<file path="src/rtl/rcc_pkg.sv">
package rcc_pkg;

    localparam int REG_W     = 8;

    // Bit positions shared by the request vector, flags and write decode
    localparam int BIT_USB   = 7;
    localparam int BIT_MEM   = 6;
    localparam int BIT_SPARE = 5;
    localparam int BIT_SW    = 4;
    localparam int BIT_WDT   = 3;
    localparam int BIT_MCD   = 2;
    localparam int BIT_SUP   = 1;
    localparam int BIT_PIN   = 0;

    localparam logic [REG_W-1:0] POR_FLAGS = 8'h02;

    typedef enum logic [0:0] {
        ST_RUN  = 1'b0,
        ST_HOLD = 1'b1
    } rcc_state_e;

endpackage

</file>
<file path="src/rtl/rcc_sync.sv">
module rcc_sync #(
    parameter int   STAGES  = 2,
    parameter logic RST_VAL = 1'b1
) (
    input  logic clk,
    input  logic arst_n,
    input  logic d,
    output logic q
);

    logic [STAGES-1:0] chain_q;

    always_ff @(posedge clk or negedge arst_n) begin
        if (!arst_n) begin
            chain_q <= {STAGES{RST_VAL}};
        end else begin
            chain_q <= {chain_q[STAGES-2:0], d};
        end
    end

    assign q = chain_q[STAGES-1];

endmodule

</file>
<file path="src/rtl/rcc_prio.sv">
module rcc_prio #(
    parameter int W = 8
) (
    input  logic [W-1:0] req,
    output logic [W-1:0] grant
);

    // above[i] is set when any request at index i or higher is active
    logic [W:0] above;

    assign above[W] = 1'b0;

    for (genvar i = W - 1; i >= 0; i--) begin : g_chain
        assign above[i] = above[i+1] | req[i];
        assign grant[i] = req[i] & ~above[i+1];
    end

endmodule

</file>
<file path="src/rtl/rcc_fsm.sv">
module rcc_fsm
    import rcc_pkg::*;
#(
    parameter int HOLD_CYC = 16
) (
    input  logic clk,
    input  logic por_n,
    input  logic req_any,
    output logic sys_rst,
    output logic run
);

    localparam int CNT_W = (HOLD_CYC > 2) ? $clog2(HOLD_CYC) : 1;
    localparam logic [CNT_W-1:0] CNT_LAST = CNT_W'(HOLD_CYC - 1);

    rcc_state_e       state_q, state_n;
    logic [CNT_W-1:0] cnt_q, cnt_n;

    // next-state logic
    always_comb begin
        state_n = state_q;
        cnt_n   = cnt_q;
        unique case (state_q)
            ST_RUN: begin
                if (req_any) begin
                    state_n = ST_HOLD;          // trigger
                    cnt_n   = '0;
                end
            end
            ST_HOLD: begin
                if (req_any) begin
                    cnt_n = '0;                 // retrigger
                end else if (cnt_q == CNT_LAST) begin
                    state_n = ST_RUN;           // release
                    cnt_n   = '0;
                end else begin
                    cnt_n = cnt_q + 1'b1;
                end
            end
            default: begin
                state_n = ST_HOLD;
                cnt_n   = '0;
            end
        endcase
    end

    // state register
    always_ff @(posedge clk or negedge por_n) begin
        if (!por_n) begin
            state_q <= ST_HOLD;                 // power-on
            cnt_q   <= '0;
        end else begin
            state_q <= state_n;
            cnt_q   <= cnt_n;
        end
    end

    // outputs
    always_comb begin
        sys_rst = 1'b1;
        run     = 1'b0;
        unique case (state_q)
            ST_RUN:  begin sys_rst = 1'b0; run = 1'b1; end
            ST_HOLD: begin sys_rst = 1'b1; run = 1'b0; end
            default: begin sys_rst = 1'b1; run = 1'b0; end
        endcase
    end

    // release happens exactly after the last hold count with no request
    assert_release_at_last_R10: assert property (@(posedge clk) disable iff (!por_n)
        (state_q == ST_HOLD && !req_any && cnt_q == CNT_LAST) |=> (state_q == ST_RUN));

    // a request always restarts the hold count
    assert_retrigger_restart_R10: assert property (@(posedge clk) disable iff (!por_n)
        req_any |=> (state_q == ST_HOLD && cnt_q == '0));

endmodule

</file>
<file path="src/rtl/rst_cause_ctrl.sv">
module rst_cause_ctrl
    import rcc_pkg::*;
#(
    parameter int HOLD_CYC    = 16,
    parameter int SYNC_STAGES = 2
) (
    input  logic             clk,
    input  logic             por_n,
    input  logic             pin_rst_n,
    input  logic             wdt_ovf_i,
    input  logic             mcd_timeout_i,
    input  logic             mem_err_i,
    input  logic             usb_evt_i,
    input  logic             vmon_trip_i,
    input  logic             reg_wr_en,
    input  logic [REG_W-1:0] reg_wr_data,
    output logic [REG_W-1:0] reg_rd_data,
    output logic             sys_rst_o
);

    logic             pin_sync_n;
    logic             run;
    logic             wr_ok;
    logic             en_usb_q, en_mcd_q, en_sup_q;
    logic [REG_W-1:0] req, win;
    logic             req_any;
    logic [REG_W-1:0] flags_q;
    logic             unused_wr_bits;

    rcc_sync #(
        .STAGES  (SYNC_STAGES),
        .RST_VAL (1'b1)
    ) u_pin_sync (
        .clk    (clk),
        .arst_n (por_n),
        .d      (pin_rst_n),
        .q      (pin_sync_n)
    );

    assign wr_ok = reg_wr_en & run;

    // request vector, one bit per flag position
    always_comb begin
        req            = '0;
        req[BIT_USB]   = usb_evt_i & en_usb_q;
        req[BIT_MEM]   = mem_err_i;
        req[BIT_SW]    = wr_ok & reg_wr_data[BIT_SW];
        req[BIT_WDT]   = wdt_ovf_i;
        req[BIT_MCD]   = mcd_timeout_i & en_mcd_q;
        req[BIT_SUP]   = vmon_trip_i & en_sup_q;
        req[BIT_PIN]   = ~pin_sync_n;
    end

    assign req_any = |req;

    rcc_prio #(.W(REG_W)) u_prio (
        .req   (req),
        .grant (win)
    );

    rcc_fsm #(.HOLD_CYC(HOLD_CYC)) u_fsm (
        .clk     (clk),
        .por_n   (por_n),
        .req_any (req_any),
        .sys_rst (sys_rst_o),
        .run     (run)
    );

    // enables: cleared only by power-on
    always_ff @(posedge clk or negedge por_n) begin
        if (!por_n) begin
            en_usb_q <= 1'b0;
            en_mcd_q <= 1'b0;
            en_sup_q <= 1'b0;
        end else if (wr_ok) begin
            en_usb_q <= reg_wr_data[BIT_USB];
            en_mcd_q <= reg_wr_data[BIT_MCD];
            en_sup_q <= reg_wr_data[BIT_SUP];
        end
    end

    // cause flags: replaced by the winning source on every request
    always_ff @(posedge clk or negedge por_n) begin
        if (!por_n) begin
            flags_q <= POR_FLAGS;
        end else if (req_any) begin
            flags_q <= win;
        end
    end

    always_comb begin
        reg_rd_data            = flags_q;
        reg_rd_data[BIT_SPARE] = 1'b0;
    end

    assign unused_wr_bits = ^{reg_wr_data[BIT_MEM], reg_wr_data[BIT_SPARE],
                              reg_wr_data[BIT_WDT], reg_wr_data[BIT_PIN]};

    // exactly one cause flag at all times
    assert_single_flag_R12: assert property (@(posedge clk) disable iff (!por_n)
        $countones(flags_q) == 1);

    // an accepted request asserts the reset output next cycle
    assert_req_asserts_reset_R10: assert property (@(posedge clk) disable iff (!por_n)
        req_any |=> sys_rst_o);

    // the reset output never drops right after a request
    assert_no_early_release_R10: assert property (@(posedge clk) disable iff (!por_n)
        $fell(sys_rst_o) |-> !$past(req_any));

    // enables move only on an accepted write
    assert_enable_stable_R11: assert property (@(posedge clk) disable iff (!por_n)
        !wr_ok |=> $stable({en_usb_q, en_mcd_q, en_sup_q}));

    // flags hold when no request arrives
    assert_flags_hold_R11: assert property (@(posedge clk) disable iff (!por_n)
        !req_any |=> $stable(flags_q));

endmodule

</file>
<file path="config.mk">
export PLATFORM = sky130hd
export DESIGN_NAME = rst_cause_ctrl
export DESIGN_NICKNAME = d
export VERILOG_FILES = /design/src/rtl/rcc_pkg.sv /design/src/rtl/rcc_sync.sv /design/src/rtl/rcc_prio.sv /design/src/rtl/rcc_fsm.sv /design/src/rtl/rst_cause_ctrl.sv
export SDC_FILE = /design/constraint.sdc
export NUM_CORES = 1
export LEC_CHECK = 0
export ABC_AREA = 1
export BUFFER_PORTS_ARGS = -buffer_cell sky130_fd_sc_hd__buf_2
export CAP_MARGIN = 20
export CORE_UTILIZATION = 30
export CTS_CLUSTER_SIZE = 14
export DETAILED_ROUTE_END_ITERATION = 16
export PLACE_DENSITY = 0.5
export SKIP_CTS_REPAIR_TIMING = 1
export SKIP_LAST_GASP = 1
export SLEW_MARGIN = 5
export SYNTH_ARGS = -nofsm -noshare
export SYNTH_HDL_FRONTEND = slang
export SYNTH_SLANG_ARGS = --single-unit
</file>
<file path="constraint.sdc">
create_clock -name clk -period 1.8 [get_ports clk]
set_input_delay 0 -clock clk [delete_from_list [all_inputs] [get_ports clk]]
set_output_delay 0 -clock clk [all_outputs]
set_load 0.01 [all_outputs]
</file>
* After elaboration in Yosys (flattened, before gate mapping)
Cells that the tools add are included.
** Operators by class
- $add $sub $neg :: 1
- Multipliers :: 0
- Divide/modulo/power cells :: 0
- Order comparisons :: 0
- Equal/unequal tests :: 2
- Shift-type cells :: 0
- Muxes and demuxes :: 10
- Bitwise logic cells :: 24
- Reductions and logical operators :: 1
** Operator list (count)
- $mux 4 :: 3
- $and 1x1->1 :: 11
- $not 1->1 :: 8
- $pmux 4 s2 :: 1
- $reduce_or 7->1 :: 1
- $pmux 1 s2 :: 3
- $or 1x1->1 :: 5
- $add 4x1->4 const B :: 1
- $eq 4x4->1 const B :: 1
- $mux 1 :: 3
- $ne 2x2->1 const B :: 1
** Storage, ports and cells
- Bits in registers :: 17
- Bits in latches :: 0
- Bits in writable memories :: 0
- Memory bits (read-only) :: 0
- Input port bits :: 17
- Output and inout port bits :: 9
- Word-level logic and storage cells :: 45
- Memories :: 0

* Depth between registers and ports, before layout
- Depth after elaboration :: 10
- Depth in mapped cells :: 7

* By module
Synthesis repeated with hierarchy kept, for this count alone.
** Second synthesis, totals
- Cell total of the unflattened synthesis :: 100
- Area total of the unflattened synthesis :: 879.6 sq um
** Modules (own cells, without submodules)
- rst_cause_ctrl :: instances 1, cells an instance 53, area an instance 485.5 sq um, sequential area each 251.5 sq um
- rcc_fsm :: instances 1, cells an instance 27, area an instance 251.5 sq um, sequential area each 126.4 sq um
- rcc_prio :: instances 1, cells an instance 18, area an instance 90.1 sq um, sequential area each 0.0 sq um
- rcc_sync :: instances 1, cells an instance 2, area an instance 52.6 sq um, sequential area each 52.6 sq um

* Worst setup path before layout
No wires, ideal clock.
- Path type :: register -> register
- Start :: reg u_fsm.state_q
- End :: reg en_mcd_q
- Setup time :: 125 ps
- Arrival :: 1063 ps
- Data required time :: 1675 ps
- Setup slack :: 613 ps
- Cell stages (with the launch flop) :: 4
- Path buffers :: 0
- Period minus slack after synthesis :: 1187 ps
- Cell sequence :: dfstp_2 -> inv_2 -> nand2_1 -> mux2_2
** Between the ends
- Longest elaborated chain between the ends :: 3
** Ends and longest elaborated chain
- start, declared :: RTL line rcc_fsm.sv:16 : rcc_state_e state_q, state_n;
- start signal, assigned :: RTL line rcc_fsm.sv:53 : state_q <= state_n;
- $not 1->1 :: RTL line rcc_fsm.sv:62 : unique case (state_q)
- $pmux 1 s2 * :: RTL line rcc_fsm.sv:62
- $and 1x1->1 * :: RTL line rst_cause_ctrl.sv:40 : assign wr_ok = reg_wr_en & run;
- end signal, assigned :: RTL line rst_cause_ctrl.sv:77 : en_mcd_q <= reg_wr_data[BIT_MCD];
- end, declared :: RTL line rst_cause_ctrl.sv:24 : logic en_usb_q, en_mcd_q, en_sup_q;
Every way passes the cells marked *; elsewhere a longest branch is shown, timed or not.
A chain may end at the register's enable or synchronous reset.

* Worst setup path in the final report
- Start :: reg u_pin_sync.chain_q[1]
- End :: reg u_fsm.cnt_q[1]
** Between the ends
- Longest elaborated chain between the ends :: 4
- Elaborated cells between the ends (all ways) :: 5
- Classes of those cells :: 1 x eq/ne; 2 x mux; 1 x bitwise; 1 x reduce/logical
** Ends and longest elaborated chain
- start, declared :: RTL line rcc_sync.sv:11 : logic [STAGES-1:0] chain_q;
- start signal, assigned :: RTL line rcc_sync.sv:15 : chain_q <= {STAGES{RST_VAL}};
- start signal, assigned :: RTL line rcc_sync.sv:17 : chain_q <= {chain_q[STAGES-2:0], d};
- $not 1->1 * :: RTL line rst_cause_ctrl.sv:51 : req[BIT_PIN] = ~pin_sync_n;
- $reduce_or 7->1 * :: RTL line rst_cause_ctrl.sv:54 : assign req_any = |req;
- $mux 4 :: RTL line rcc_fsm.sv:31 : if (req_any) begin
- $pmux 4 s2 :: RTL line rcc_fsm.sv:23 : unique case (state_q)
- end signal, assigned :: RTL line rcc_fsm.sv:54 : cnt_q <= cnt_n;
- end, declared :: RTL line rcc_fsm.sv:17 : logic [CNT_W-1:0] cnt_q, cnt_n;
Marked as above.

==> results.txt <==
status -> finished with violations
failing checks -> negative hold slack
TNS Setup -> 0 ns
area grow syn2layout -> 27.9%
Hold Path Depth -> 3
first-pass GRT wire length -> 2460 um
Die Y -> 53.0 um
die area -> 2810 sq um
Tmin final -> 1.32 ns
CTS Buf Count -> 3
Fillers -> 273
Synth top area share -> 41.7%
worst reg2reg path depth -> 4
Post-synth ARST share -> 100%
CP Class -> reg2reg
Clock Skew -> 0.000729 ns
num ports -> 26
Hold Path Sink -> flags_q[3]
pre-CTS WS -> 0.483 ns
Synth warnings -> 0
Clock Tree Buf Depth -> 2
post-synthesis register bit count -> 17
Critical Path Start Type -> flip-flop
Post-DRT Antenna Nets -> 0
crit path capture type -> flip-flop
CTS tree -> done
routed len/inst -> 10.8 um
Post-synth EDFFs -> 0
Post-Syn Area per Cell -> 9.41 sq um
Crit Path Max Fanout -> 13
achievable clock frequency -> 0.758 GHz
Final nets -> 131
via/cell ratio -> 4.50
final hold vios -> 1
Tot GR Track Use -> 12.5%
Worst-path clk slew -> 0.10 ns
largest net degree at the start of global routing -> 18
total power -> 660 uW
Hold Startpoint -> wdt_ovf_i
ANT cells -> 0
worst r2r src -> u_pin_sync.chain_q[1]
unrepaired setup endpoints after global routing -> no
WHS -> -0.0163 ns
Post-Layout Inst Area -> 998 sq um
IO Port Bufs -> 20
Worst R2R Setup Slack -> 0.48 ns
clk_lat worst skew -> 0.29 ns
Synth Instances -> 83
Vias -> 639
Synth cell types -> 20
worst vdd ir -> 0.000449 V
cell taking the most area after synthesis -> dfrtp_1
Netlist Area Pre-Place -> 781 sq um
DP HPWL -> 1100 um
layout cells sized above 1 -> 32.1%
area occupied by multi-input gates -> 294 sq um
Hold Crit Class -> in2reg
count leader, synth -> nand2_1
CP required -> 2.02 ns
routability cong. -> 0.708
Top FF cell, synth -> dfrtp_1
Max Slew Vio Count -> 0
PnR worst setup slack -> 0.481 ns
global route total overflow -> 0
terminus of the critical flop-to-flop path -> u_fsm.cnt_q[1]
drt total wl -> 1530 um
synth top area cells -> dfrtp_1 (42%), dfstp_2 (13%), nand2_1 (9.1%)
final period utilization -> 73.3%
register area -> 430 sq um
htree depth -> 1
DRC viols -> 0
CTS Sinks -> 17
leakage power -> 0.517 nW
Setup Viol. Count Final -> 0
max cap viols -> 0
initial antenna violation count -> 0
DP Area -> 892 sq um
CTS Root Cell -> clkbuf_4
Die Wd -> 53.0 um
post-synth net total -> 101
Cell Pwr Density -> 661 nW/um^2
cell row count -> 18
CP arrival -> 1.54 ns
drt first-iter violations -> 9
via count of the first global-routing pass -> 592
top cells by count, synth -> nand2_1 (19), dfrtp_1 (13), nand3_1 (12), inv_1 (6), nand4_1 (6)
Initial Util -> 31.5%
Core Area -> 2480 sq um
total iterations of the first detailed-routing run -> 4
sequential area share after synthesis -> 55.1%
[through the flow]
step           instances  util [%]
3_5_place_dp         130      36.0
6_report             142      40.3
4_1_cts              134      37.1
3_3_place_gp         130      36.0
2_1_floorplan         83         -
5_1_grt              142      40.3
[cell usage in the layout (no fill, tap or decap), types with 3 or more instances in the layout]
master,n
nand2_1,19
inv_1,6
mux2_2,3
clkbuf_4,3
dfstp_2,4
nand3_1,12
dfrtp_1,13
nand4_1,6
buf_2,20
o21ai_0,3
dlygate4sd3_1,8
[critical path, stage by stage, from the launching register on]
cell and delay [ns]:
dfstp_2 0.54, nand2_1 0.06, nor2_2 0.38, nand2_1 0.13, a21oi_1 0.13
[logic make-up (layout without fill, tap and decap cells)]
family,Yosys count,after routing,synth area share [%]
AOI/OAI and AO/OA,6,6,3.85
muxes,3,3,4.33
other,1,1,0.480
and+or+nand+nor,43,43,26.3
xor gates and xnor gates,1,1,1.12
buffers and inverters,11,40,7.21
DFF,17,17,55.1
adders and majority gates,1,1,1.60
[report_power, final]
part | switching, mW | total [mW] | internal, mW
clock | 0.121 | 0.207 | 0.0862
combinational | 0.0291 | 0.0577 | 0.0286
sequential | 0.00414 | 0.395 | 0.391
total | 0.155 | 0.660 | 0.506
[metal layers]
metal	track usage, %	part of all wire (%)	wire (um)
met3	5.17	6.1	93
met2	20.3	44	682
met1	14.8	49	744
met5	0	0	0
met4	3.95	0.78	12
[state kept, by name, indices dropped and copies added (netlist names)]
signal	cells
u_pin_sync.chain_q	2
flags_q	7
u_fsm.state_q	1
en_sup_q	1
en_usb_q	1
u_fsm.cnt_q	4
en_mcd_q	1
[worst max path at each step]
stage / startpoint / end / slack [ns] / cells past startpoint
2_1_floorplan: u_fsm.state_q / en_mcd_q / 0.61 / 3
5_1_grt: u_pin_sync.chain_q[1] / u_fsm.cnt_q[1] / 0.33 / 4
3_5_place_dp: u_pin_sync.chain_q[1] / u_fsm.cnt_q[1] / 0.48 / 4
3_3_place_gp: u_pin_sync.chain_q[1] / u_fsm.cnt_q[1] / 0.48 / 4
6_report: u_pin_sync.chain_q[1] / u_fsm.cnt_q[1] / 0.48 / 4
4_1_cts: u_pin_sync.chain_q[1] / u_fsm.cnt_q[1] / 0.45 / 4
[layout make-up]
cell class / count / area share [%]
Clock buffer: 4 / 2.63
Inverter: 8 / 3.01
Multi-Input combinational cell: 55 / 29.4
Sequential cell: 17 / 43.1
Tap cell: 30 / 3.76
Timing Repair Buffer: 28 / 18.0
Power figures use the tool's default switching activity.
